==> src/rtl/pcbu_pkg.sv <==
package pcbu_pkg;

  localparam logic [3:0] OP_RJMP  = 4'd0;
  localparam logic [3:0] OP_IJMP  = 4'd1;
  localparam logic [3:0] OP_RCALL = 4'd2;
  localparam logic [3:0] OP_ICALL = 4'd3;
  localparam logic [3:0] OP_RET   = 4'd4;
  localparam logic [3:0] OP_RETI  = 4'd5;
  localparam logic [3:0] OP_BRSET = 4'd6;
  localparam logic [3:0] OP_BRCLR = 4'd7;
  localparam logic [3:0] OP_BRGE  = 4'd8;
  localparam logic [3:0] OP_BRLT  = 4'd9;
  localparam logic [3:0] OP_SKIP  = 4'd10;

  // status bit positions used by the signed conditions
  localparam int NEG_BIT = 2;
  localparam int OVF_BIT = 3;

  typedef enum logic [2:0] {
    SEL_SEQ,
    SEL_REL,
    SEL_PTR,
    SEL_RET,
    SEL_SKIP2,
    SEL_SKIP3
  } pcSel_e;

  typedef struct packed {
    logic   latch;
    pcSel_e sel;
  } dpCtrl_t;

endpackage

==> src/rtl/pcbu_ctrl.sv <==
module pcbu_ctrl
  import pcbu_pkg::*;
#(
  parameter int SREG_W = 8,
  parameter int SEL_W  = $clog2(SREG_W),
  parameter int CNT_W  = 3
) (
  input  logic              clk,
  input  logic              rstN,
  input  logic              opValid,
  input  logic [3:0]        opKind,
  input  logic [SREG_W-1:0] statusReg,
  input  logic [SEL_W-1:0]  bitSel,
  input  logic              skipCond,
  input  logic              nextTwoWord,
  output dpCtrl_t           dpCtrl,
  output logic              busy,
  output logic [CNT_W-1:0]  cycLen,
  output logic              pcLoad,
  output logic              pushReq,
  output logic              intEnableSet
);

  logic [CNT_W-1:0] cnt;
  logic [CNT_W-1:0] len;
  logic             callQ;
  logic             retiQ;
  logic             isCall;
  logic             isReti;
  logic             accept;
  logic             selBit;
  logic             signedLt;
  pcSel_e           sel;

  assign busy     = (cnt != '0);
  assign accept   = opValid && !busy;
  assign selBit   = statusReg[bitSel];
  assign signedLt = statusReg[NEG_BIT] ^ statusReg[OVF_BIT];

  always_comb begin
    sel    = SEL_SEQ;
    len    = CNT_W'(1);
    isCall = 1'b0;
    isReti = 1'b0;
    case (opKind)
      OP_RJMP:  begin sel = SEL_REL; len = CNT_W'(2); end
      OP_IJMP:  begin sel = SEL_PTR; len = CNT_W'(2); end
      OP_RCALL: begin sel = SEL_REL; len = CNT_W'(3); isCall = 1'b1; end
      OP_ICALL: begin sel = SEL_PTR; len = CNT_W'(3); isCall = 1'b1; end
      OP_RET:   begin sel = SEL_RET; len = CNT_W'(4); end
      OP_RETI:  begin sel = SEL_RET; len = CNT_W'(4); isReti = 1'b1; end
      OP_BRSET: if (selBit)    begin sel = SEL_REL; len = CNT_W'(2); end
      OP_BRCLR: if (!selBit)   begin sel = SEL_REL; len = CNT_W'(2); end
      OP_BRGE:  if (!signedLt) begin sel = SEL_REL; len = CNT_W'(2); end
      OP_BRLT:  if (signedLt)  begin sel = SEL_REL; len = CNT_W'(2); end
      OP_SKIP: begin
        if (skipCond) begin
          if (nextTwoWord) begin sel = SEL_SKIP3; len = CNT_W'(3); end
          else             begin sel = SEL_SKIP2; len = CNT_W'(2); end
        end
      end
      default: ;
    endcase
  end

  always_ff @(posedge clk) begin
    if (!rstN) begin
      cnt    <= '0;
      cycLen <= '0;
      callQ  <= 1'b0;
      retiQ  <= 1'b0;
    end else if (accept) begin
      cnt    <= len;
      cycLen <= len;
      callQ  <= isCall;
      retiQ  <= isReti;
    end else if (busy) begin
      cnt <= cnt - CNT_W'(1);
    end
  end

  assign pcLoad       = (cnt == CNT_W'(1));
  assign pushReq      = callQ && busy && (cnt == cycLen);
  assign intEnableSet = retiQ && pcLoad;

  assign dpCtrl.latch = accept;
  assign dpCtrl.sel   = sel;

  // an accepted op makes the unit busy in the next cycle
  a_r8_accept_busy: assert property (@(posedge clk) disable iff (!rstN)
    (opValid && !busy) |=> busy);
  // busy stays up until the commit cycle
  a_r8_busy_until_load: assert property (@(posedge clk) disable iff (!rstN)
    (busy && !pcLoad) |=> busy);
  // commit is the last busy cycle
  a_r8_load_ends: assert property (@(posedge clk) disable iff (!rstN)
    pcLoad |=> !busy);
  // the push is issued two cycles ahead of the commit
  a_r3_push_before_load: assert property (@(posedge clk) disable iff (!rstN)
    pushReq |-> ##2 pcLoad);
  // one push per call
  a_r3_push_once: assert property (@(posedge clk) disable iff (!rstN)
    pushReq |=> !pushReq);
  // interrupt enable is restored together with the commit
  a_r4_ie_with_load: assert property (@(posedge clk) disable iff (!rstN)
    intEnableSet |-> (pcLoad && !pushReq));

endmodule

==> src/rtl/pcbu_dpath.sv <==
module pcbu_dpath
  import pcbu_pkg::*;
#(
  parameter int PC_W  = 13,
  parameter int OFF_W = 12,
  parameter int PTR_W = 16
) (
  input  logic             clk,
  input  logic             rstN,
  input  dpCtrl_t          dpCtrl,
  input  logic             busy,
  input  logic [PC_W-1:0]  curPc,
  input  logic [OFF_W-1:0] offset,
  input  logic [PTR_W-1:0] ptrVal,
  input  logic [PC_W-1:0]  retAddr,
  output logic [PC_W-1:0]  nextPc,
  output logic [PC_W-1:0]  pushAddr
);

  logic [PC_W-1:0] offExt;
  logic [PC_W-1:0] seqPc;
  logic [PC_W-1:0] relPc;
  logic [PC_W-1:0] ptrPc;
  logic [PC_W-1:0] candPc;

  assign offExt = PC_W'($signed(offset));
  assign seqPc  = curPc + PC_W'(1);
  assign relPc  = seqPc + offExt;

  generate
    if (PTR_W >= PC_W) begin : g_ptrTrunc
      assign ptrPc = ptrVal[PC_W-1:0];
    end else begin : g_ptrZext
      assign ptrPc = {{(PC_W-PTR_W){1'b0}}, ptrVal};
    end
  endgenerate

  always_comb begin
    case (dpCtrl.sel)
      SEL_REL:   candPc = relPc;
      SEL_PTR:   candPc = ptrPc;
      SEL_RET:   candPc = retAddr;
      SEL_SKIP2: candPc = curPc + PC_W'(2);
      SEL_SKIP3: candPc = curPc + PC_W'(3);
      default:   candPc = seqPc;
    endcase
  end

  always_ff @(posedge clk) begin
    if (!rstN) begin
      nextPc   <= '0;
      pushAddr <= '0;
    end else if (dpCtrl.latch) begin
      nextPc   <= candPc;
      pushAddr <= seqPc;
    end
  end

  // the target is frozen while an operation runs
  a_r9_hold_while_busy: assert property (@(posedge clk) disable iff (!rstN)
    busy |=> $stable(nextPc));
  // a latch is never requested while busy
  a_r9_no_latch_busy: assert property (@(posedge clk) disable iff (!rstN)
    busy |-> !dpCtrl.latch);

endmodule

==> src/rtl/pc_branch_unit.sv <==
module pc_branch_unit
  import pcbu_pkg::*;
#(
  parameter int PC_W   = 13,
  parameter int OFF_W  = 12,
  parameter int PTR_W  = 16,
  parameter int SREG_W = 8,
  parameter int SEL_W  = $clog2(SREG_W),
  parameter int CNT_W  = 3
) (
  input  logic              clk,
  input  logic              rstN,
  input  logic              opValid,
  input  logic [3:0]        opKind,
  input  logic [PC_W-1:0]   curPc,
  input  logic [OFF_W-1:0]  offset,
  input  logic [PTR_W-1:0]  ptrVal,
  input  logic [PC_W-1:0]   retAddr,
  input  logic [SREG_W-1:0] statusReg,
  input  logic [SEL_W-1:0]  bitSel,
  input  logic              skipCond,
  input  logic              nextTwoWord,
  output logic              busy,
  output logic [CNT_W-1:0]  cycLen,
  output logic              pcLoad,
  output logic [PC_W-1:0]   nextPc,
  output logic              pushReq,
  output logic [PC_W-1:0]   pushAddr,
  output logic              intEnableSet
);

  dpCtrl_t dpCtrl;

  pcbu_ctrl #(
    .SREG_W(SREG_W), .SEL_W(SEL_W), .CNT_W(CNT_W)
  ) u_ctrl (
    .clk(clk), .rstN(rstN), .opValid(opValid), .opKind(opKind),
    .statusReg(statusReg), .bitSel(bitSel), .skipCond(skipCond),
    .nextTwoWord(nextTwoWord), .dpCtrl(dpCtrl), .busy(busy),
    .cycLen(cycLen), .pcLoad(pcLoad), .pushReq(pushReq),
    .intEnableSet(intEnableSet)
  );

  pcbu_dpath #(
    .PC_W(PC_W), .OFF_W(OFF_W), .PTR_W(PTR_W)
  ) u_dpath (
    .clk(clk), .rstN(rstN), .dpCtrl(dpCtrl), .busy(busy),
    .curPc(curPc), .offset(offset), .ptrVal(ptrVal), .retAddr(retAddr),
    .nextPc(nextPc), .pushAddr(pushAddr)
  );

endmodule

==> config.mk <==
export PLATFORM = sky130hd
export DESIGN_NAME = pc_branch_unit
export DESIGN_NICKNAME = d
export VERILOG_FILES = /design/src/rtl/pcbu_pkg.sv /design/src/rtl/pcbu_ctrl.sv /design/src/rtl/pcbu_dpath.sv /design/src/rtl/pc_branch_unit.sv
export SDC_FILE = /design/constraint.sdc
export NUM_CORES = 1
export LEC_CHECK = 0
export BUFFER_PORTS_ARGS = -buffer_cell sky130_fd_sc_hd__buf_2
export CORE_ASPECT_RATIO = 1.25
export CORE_MARGIN = 5
export CORE_UTILIZATION = 47
export DETAILED_ROUTE_END_ITERATION = 8
export HOLD_SLACK_MARGIN = 0.12
export PLACE_DENSITY_LB_ADDON = 0.25
export SYNTH_ARGS = -nofsm -noshare
export SYNTH_HDL_FRONTEND = slang
export SYNTH_SLANG_ARGS = --single-unit
==> constraint.sdc <==
create_clock -name clk -period 2.8 [get_ports clk]
set_clock_uncertainty 0.05 [all_clocks]
set_input_delay 0.42 -clock clk [delete_from_list [all_inputs] [get_ports clk]]
set_output_delay 0.42 -clock clk [all_outputs]
set_load 0.01 [all_outputs]
==> reports/results.tsv, run 1 <==
metric	value	unit
status	finished clean	
holdWs	0.428	ns
netlist_area	3180	um^2
period_needed	2.67	ns
clk_path_buf_depth	2	
switchingPower	973	uW
htree_levels	2	
power_frac_seq	30.8	%
synth_area_leaders	dfxtp_1, ha_1, xnor2_1	
synth_async_sr_flop_share	0	%
synth_top_area_share	21.4	%
wire_per_inst	16.8	um
ys_warn_count	0	
ios	107	
swShare	41.1	%
finalNetCount	663	
yosysMostFrequentCell	nor2_1	
syn_inst	419	
crit_path_start_kind	primary input	
clock_sinks	34	
synth-seq-cells	34	
num_rows	33	
ys.flop_type	dfxtp_1	
drc	0	
first_pass_iters	4	
placed_area	4190	um^2
p_int	1390	uW
synth_top_area_cell	dfxtp_1	
antenna_found_initial	0	
wl	11.0	mm
grt_overflow	0	
syn-num-nets	514	
diodes	0	
ys_types	59	
grt_pass1_wl	17.0	mm
pwr-share-clk	15.8	%
fin_crit_sh	95.3	%
slew_headroom	50.5	%
area_delta_synth_final	35.1	%
power_leakage	0.00205	uW
grt_pass1_vias	3680	
hold_viol_final	0	
die_w	83.6	um
dp_cells	648	
p_comb_share	53.4	%
clkTransAtPathRegs	0.07	ns
postCtsSetupRepairBufs	0	
worstSkewPairLatency	0.28	ns
vias_per_cell	5.71	
required	2.93	ns
fmax	375	MHz
cap_violations	0	
drt_iter0_markers	186	
grt_max_degree	36	
drive_gt1_share	33.2	%
critPathArrivalTime	2.80	ns
hold_path.class	flop to flop	
design_area	4300	um^2
portBuffers	103	
slew_viol_final	0	
setup-violations-final	0	
dpl.hpwl	9.02	mm
gp_congestion	0.982	
fill_cells	614	
die-area	8530	um^2
synth_top_cells_by_count	nor2_1, dfxtp_1, a21oi_1, o21ai_0, nand2_1	
worst_pin_slew	0.740	ns
cts_tree	yes	
die_h	102	um
p_per_area	550	nW/um^2
synth-edff-count	0	
worst-setup-path-type	primary input to flop	
start_util	48.5	%
avgSynthCellArea	7.60	um^2
dr_total_vias	3744	
gr-usage-all-layers	24.9	%
core	6570	um^2
finalNonFillerCells	656	
vdd_drop_max	0.000422	V
drtAntennaViolNets	0	
cts.root.buffer_cell	clkbuf_8	
numCtsBuffers	5	
synth-seq-area-share	21.4	%
endpoint_kind	flop	
critical_path.max_fanout	7	
metrics by stage:
stage	setup WS, ns	TNS [ns]	power, uW	util (%)
2_1_floorplan	0.0166	0	1480	-
3_3_place_gp	-0.109	-0.427	1960	63.8
3_5_place_dp	-0.156	-0.688	1990	63.8
4_1_cts	0.127	0	2370	65.2
5_1_grt	-0.00791	-0.00791	2540	65.5
6_report	0.132	0	2370	65.5
flip-flops by register name, summed over array words and instances, names as in the netlist:
name	cells
u_ctrl.callQ	1
u_ctrl.retiQ	1
u_ctrl.cycLen	3
u_ctrl.cnt	3
u_dpath.pushAddr	13
u_dpath.nextPc	13
timing repair:
| item | CTS | global route |
|---|---|---|
| gates resized for setup | 0 | 3 |
| hold buffers | 0 | 0 |
| endpoints found under the setup margin | 0 | 3 |
power by group through the flow:
stage          Sequential (uW)  Combinational (uW)  Clock (uW)
2_1_floorplan              789                 693           0
3_3_place_gp               733                1220           0
3_5_place_dp               736                1250           0
4_1_cts                    727                1260         380
5_1_grt                    749                1390         407
6_report                   728                1260         374
worst max-delay path: stages:
cell and delay [ns]:
buf_2 0.12, ha_1 0.21, buf_4 0.16, nand2_1 0.08, xor2_1 0.23, inv_1 0.07
ha_1 0.30, o21ai_0 0.09, o21bai_1 0.18, a21oi_1 0.12, a21oi_1 0.21, xnor2_1 0.14
nor2_1 0.05, o41a_1 0.40
cell families after synthesis:
kind of cell | count (synthesis) | synth area share [%]
AOI/OAI and AO/OA | 147 | 31.0
xor gates and xnor gates | 38 | 10.5
adders and majority gates | 21 | 8.49
buffers and inverters | 44 | 5.62
DFF | 34 | 21.4
muxes | 6 | 3.07
and+or+nand+nor | 129 | 20.0
layer usage:
metal,GRT usage (%),share of wire [%],up-vias
li1,-,-,1847
met1,27.4,39,1752
met2,47.9,52,119
met3,4.35,5.7,26
met4,8.79,2.8,0
met5,0,0,-
path summary, 6_finish.rpt:
path                                          from                                to  slack, ns  cells after the start
setup / recovery                          curPc[1]    u_dpath.nextPc[7]$_SDFFE_PN0P_       0.13                     14
hold / removal    u_dpath.pushAddr[1]$_SDFFE_PN0P_  u_dpath.pushAddr[1]$_SDFFE_PN0P_       0.43                      2
setup reg to reg        u_ctrl.cnt[0]$_SDFFE_PN0P_   u_dpath.nextPc[11]$_SDFFE_PN0P_       0.42                      8
hold reg to reg   u_dpath.pushAddr[1]$_SDFFE_PN0P_  u_dpath.pushAddr[1]$_SDFFE_PN0P_       0.43                      2
cell type report:
type                       count  area (um^2)  share of cell area (%)
multi-input combinational    341         2340                    54.4
timing repair buffer         170         1020                    23.7
sequential                    34          681                    15.8
tap                           87          109                    2.53
clock buffer                   7         86.3                    2.01
inverter                      16         60.1                    1.40
clock inverter                 1         5.00                   0.116
placed cells by master, fill, tap and decap left out, types with 3 or more instances in the layout:
master / n
xnor2_1: 21
o211ai_1: 5
dfxtp_1: 34
nor3b_1: 3
o211a_1: 6
nand3_1: 11
a22oi_1: 14
nand2b_1: 6
a21o_1: 5
o21a_1: 3
inv_1: 16
a211oi_1: 3
a21oi_1: 30
nor2b_1: 8
o31ai_1: 4
nor3_1: 7
buf_2: 103
nor2_1: 43
or3_1: 3
a31oi_1: 7
clkbuf_8: 6
o22ai_1: 8
xor2_1: 16
ha_1: 20
nand4_1: 6
o221ai_1: 5
a221oi_1: 8
o2111ai_1: 3
nand2_1: 27
buf_4: 67
o21ai_0: 31
No activity file was read; power rests on OpenSTA's default activity.
==> inputs of run 2 (changes only) <==
CTS_BUF_LIST = sky130_fd_sc_hd__clkbuf_4 sky130_fd_sc_hd__clkbuf_8 sky130_fd_sc_hd__clkbuf_16   (was unset)
==> reports/results.tsv, run 2 (synthesis results as in run 1) <==
metric	value	unit
finalNetCount	663	
wire_per_inst	16.8	um
clock_sinks	34	
vias_per_cell	5.73	
htree_levels	2	
worst-setup-path-type	primary input to flop	
hold_viol_final	0	
crit_buf_inv	3	
power_frac_seq	30.7	%
endpoint_kind	flop	
grt_max_degree	36	
grt_pass1_vias	3680	
required	2.93	ns
hold_path.class	flop to flop	
dp_slack	-0.156	ns
design_area	4300	um^2
pwr-share-clk	16.1	%
antenna_found_initial	0	
crit_path_start_kind	primary input	
diodes	0	
grt_overflow	0	
wl	11.0	mm
cts.root.buffer_cell	clkbuf_8	
fmax	375	MHz
start_util	48.5	%
swShare	40.9	%
ios	107	
worst-path-stages	14	
status	finished clean	
period_needed	2.67	ns
placed_area	4190	um^2
crit_family	compound AO/OA/AOI/OAI gates	
vdd_drop_max	0.000424	V
clkTransAtPathRegs	0.07	ns
gr-usage-all-layers	24.8	%
p_int	1400	uW
dpl.hpwl	9.02	mm
drtAntennaViolNets	0	
setup-violations-final	0	
critical_path.max_fanout	7	
clk_path_buf_depth	2	
switchingPower	971	uW
postCtsHoldBufs	0	
critPathArrivalTime	2.79	ns
power_leakage	0.00205	uW
postLayoutSetupSlackWorst	0.134	ns
drt_iter0_markers	196	
core	6570	um^2
fill_cells	612	
hold_depth	2	
die-area	8530	um^2
r2r_cells	8	
crit_chain	buf_2, ha_1, buf_4, nand2_1, xor2_1, inv_1, ha_1, o21ai_0, o21bai_1, a21oi_1, a21oi_1, xnor2_1, nor2_1, o41a_1	
die_h	102	um
die_w	83.6	um
numCtsBuffers	5	
cap_violations	0	
fin_crit_sh	95.2	%
gp_congestion	0.982	
worstSkewPairLatency	0.28	ns
layout_common_cells	buf_2, buf_4, nor2_1	
p_comb_share	53.2	%
drc	0	
critical-path-max-stage-delay	0.40	ns
first_pass_iters	4	
portBuffers	103	
drive_gt1_share	33.4	%
slew_viol_final	0	
num_rows	33	
area_delta_synth_final	35.2	%
worst_pin_slew	0.711	ns
slew_headroom	52.4	%
top_regs	u_dpath.nextPc x13, u_dpath.pushAddr x13	
finalSetupTns	0	ns
mostFrequentLayoutCell	buf_2	
cp_slowest_cell	o41a_1	
dr_total_vias	3762	
cts_tree	yes	
postCtsSetupRepairBufs	0	
p_per_area	552	nW/um^2
grt_pass1_wl	17.0	mm
==> run 2: what timing repair did <==
item,in CTS,in global routing
gates resized for setup,0,3
hold endpoints to repair,0,0
setup endpoints to repair,0,3
==> run 2: per-layer routing <==
metal  up-vias  share of wire (%)  track usage (%)  wire length [um]
met4         0                2.7             8.79               301
li1       1848                  -                -                 -
met3        27                6.6             4.35               727
met5         -                  0                0                 0
met1      1753                 38             27.3              4250
met2       134                 52             47.9              5760
==> run 2: per-stage QoR <==
step | utilization, % | hold WS [ns] | std cells | power (uW)
global route | 65.6 | 0.461 | 656 | 2550
global placement | 63.8 | 0.404 | 648 | 1960
finish | 65.6 | 0.428 | 656 | 2380
floorplan | - | 0.424 | 419 | 1480
detailed placement | 63.8 | 0.416 | 648 | 1990
CTS | 65.3 | 0.433 | 656 | 2380
==> run 2: worst reg2reg max path, cell delays in order, from the launching register on <==
cell and delay [ns]:
dfxtp_1 0.34, inv_1 0.10, ha_1 0.20, nor2b_1 0.36
and2_1 0.35, buf_4 0.29, nand3_1 0.25, o221ai_1 0.28
a21oi_1 0.07
==> run 2: cell type report <==
type	count	area [um^2]	area share [%]
clock buffer	7	90.1	2.09
inverter	16	60.1	1.40
clock inverter	1	5.00	0.116
sequential	34	681	15.8
timing repair buffer	170	1020	23.7
tap	87	109	2.53
multi-input combinational	341	2340	54.4
==> run 2: path summary, 6_finish.rpt <==
kind                                                        from                          endpoint  slack (ns)
worst max-delay path                                    curPc[1]    u_dpath.nextPc[7]$_SDFFE_PN0P_        0.13
worst min register to register  u_dpath.pushAddr[1]$_SDFFE_PN0P_  u_dpath.pushAddr[1]$_SDFFE_PN0P_        0.43
worst min-delay path            u_dpath.pushAddr[1]$_SDFFE_PN0P_  u_dpath.pushAddr[1]$_SDFFE_PN0P_        0.43
worst max register to register        u_ctrl.cnt[0]$_SDFFE_PN0P_   u_dpath.nextPc[11]$_SDFFE_PN0P_        0.42
==> run 2: power groups by stage <==
stage	Combinational [uW]	Clock [uW]	Sequential, uW
2_1_floorplan	693	0	789
3_3_place_gp	1220	0	733
3_5_place_dp	1250	0	736
4_1_cts	1260	390	727
5_1_grt	1390	416	749
6_report	1260	383	728
==> inputs of run 3 (changes only) <==
BUFFER_PORTS_ARGS = unset   (was -buffer_cell sky130_fd_sc_hd__buf_2)
CORE_UTILIZATION = 55   (was 47)
DONT_BUFFER_PORTS = 1   (was unset)
==> reports/results.tsv, run 3 (synthesis results as in run 1) <==
metric	value	unit
fill_cells	528	
gp_congestion	0.902	
finalSetupTns	0	ns
grt_pass1_vias	3118	
drtAntennaViolNets	0	
worst-setup-path-type	primary input to flop	
fin_crit_sh	92.0	%
cts_tree	yes	
fmax	388	MHz
setup-violations-final	0	
grt_pass1_wl	15.2	mm
worstSkewPairLatency	0.29	ns
layout_common_cells	nor2_1, buf_4, dfxtp_1	
power_leakage	0.00144	uW
hold_viol_final	0	
grt_max_degree	36	
critPathArrivalTime	2.73	ns
antenna_found_initial	0	
drc	0	
drt_iter0_markers	211	
clock_sinks	34	
status	finished clean	
hold_path.class	primary input to flop	
wl	9.71	mm
cp_slowest_cell	or3_1	
critical_path.max_fanout	6	
slew_viol_final	0	
gr-usage-all-layers	25.7	%
htree_levels	2	
dp_cells	492	
required	2.95	ns
drive_gt1_share	12.0	%
cts.root.buffer_cell	clkbuf_8	
period_needed	2.58	ns
wire_per_inst	19.4	um
diodes	0	
first_pass_iters	5	
numCtsBuffers	5	
cts_resized	0	
ios	107	
cap_violations	0	
design_area	3500	um^2
postCtsHoldBufs	0	
crit_path_start_kind	primary input	
crit_buf_inv	1	
rsz0062_at_grt	false	
num_rows	31	
critical-path-max-stage-delay	0.32	ns
die_h	95.1	um
dr_total_vias	3267	
slew_headroom	53.4	%
p_per_area	599	nW/um^2
mostFrequentLayoutCell	nor2_1	
clkTransAtPathRegs	0.07	ns
core	5700	um^2
dpl.hpwl	7.72	mm
crit_chain	ha_1, nand4_1, xor2_1, inv_1, ha_1, a21o_1, or3_1, o21ba_2, xnor2_1, a21oi_1, nor2_1, a221oi_1	
finalNetCount	528	
area_delta_synth_final	10.1	%
grt_overflow	0	
start_util	55.8	%
placed_area	3410	um^2
crit_family	compound AO/OA/AOI/OAI gates	
top_regs	u_dpath.nextPc x13, u_dpath.pushAddr x13	
vdd_drop_max	0.000391	V
finalNonFillerCells	500	
clk_path_buf_depth	2	
worst_pin_slew	0.696	ns
cp_common_cell	ha_1	
portBuffers	0	
die_w	78.0	um
vias_per_cell	6.53	
postCtsSetupRepairBufs	0	
endpoint_kind	flop	
die-area	7420	um^2
run 3: per-layer routing:
layer,wire length [um],track usage (%),vias up
met1,3630,30.4,1501
li1,-,-,1580
met2,4750,43.9,154
met4,350,10.4,0
met5,0,0,-
met3,974,6.99,32
run 3: worst reg2reg max path: cells and delay by family (launching register included):
family | cells | cell delay [ns]
AO/OA/AOI/OAI | 2 | 0.33
adder cells (fa/ha/maj) | 1 | 0.19
buffers and inverters | 2 | 0.37
flip-flops | 1 | 0.35
AND/OR/NAND/NOR | 3 | 0.87
run 3: through the flow:
step	worst slack (ns)	hold WS (ns)	utilization (%)	total power (uW)
after floorplan	0.0166	0.424	-	1480
after global placement	0.0154	0.455	59.8	1700
after detailed placement	-0.0634	0.467	59.8	1720
after CTS	0.228	0.196	61.5	2100
after global routing	0.0202	0.201	61.5	2260
final	0.223	0.209	61.5	2100
run 3: final timing paths:
| check | cells past startpoint | to | from | slack [ns] |
|---|---|---|---|---|
| max | 12 | u_dpath.nextPc[8]$_SDFFE_PN0P_ | curPc[1] | 0.22 |
| min | 1 | u_ctrl.cnt[1]$_SDFFE_PN0P_ | rstN | 0.21 |
| max reg2reg | 8 | u_dpath.nextPc[2]$_SDFFE_PN0P_ | u_ctrl.cnt[0]$_SDFFE_PN0P_ | 0.53 |
| min reg2reg | 2 | u_dpath.pushAddr[1]$_SDFFE_PN0P_ | u_dpath.pushAddr[1]$_SDFFE_PN0P_ | 0.47 |
run 3: power breakdown:
| group | total [uW] | internal, uW | switching (uW) | leakage, uW |
|---|---|---|---|---|
| combinational | 894 | 395 | 499 | 0.00111 |
| sequential | 820 | 638 | 182 | 0.000280 |
| clock | 386 | 208 | 178 | 0.0000517 |
run 3: cell type report:
cell class	count	area, um^2	share of cell area (%)
tap	66	82.6	2.36
timing repair buffer	35	263	7.50
sequential	34	681	19.4
clock buffer	7	90.1	2.57
multi-input combinational	341	2320	66.3
clock inverter	1	5.00	0.143
inverter	16	60.1	1.71
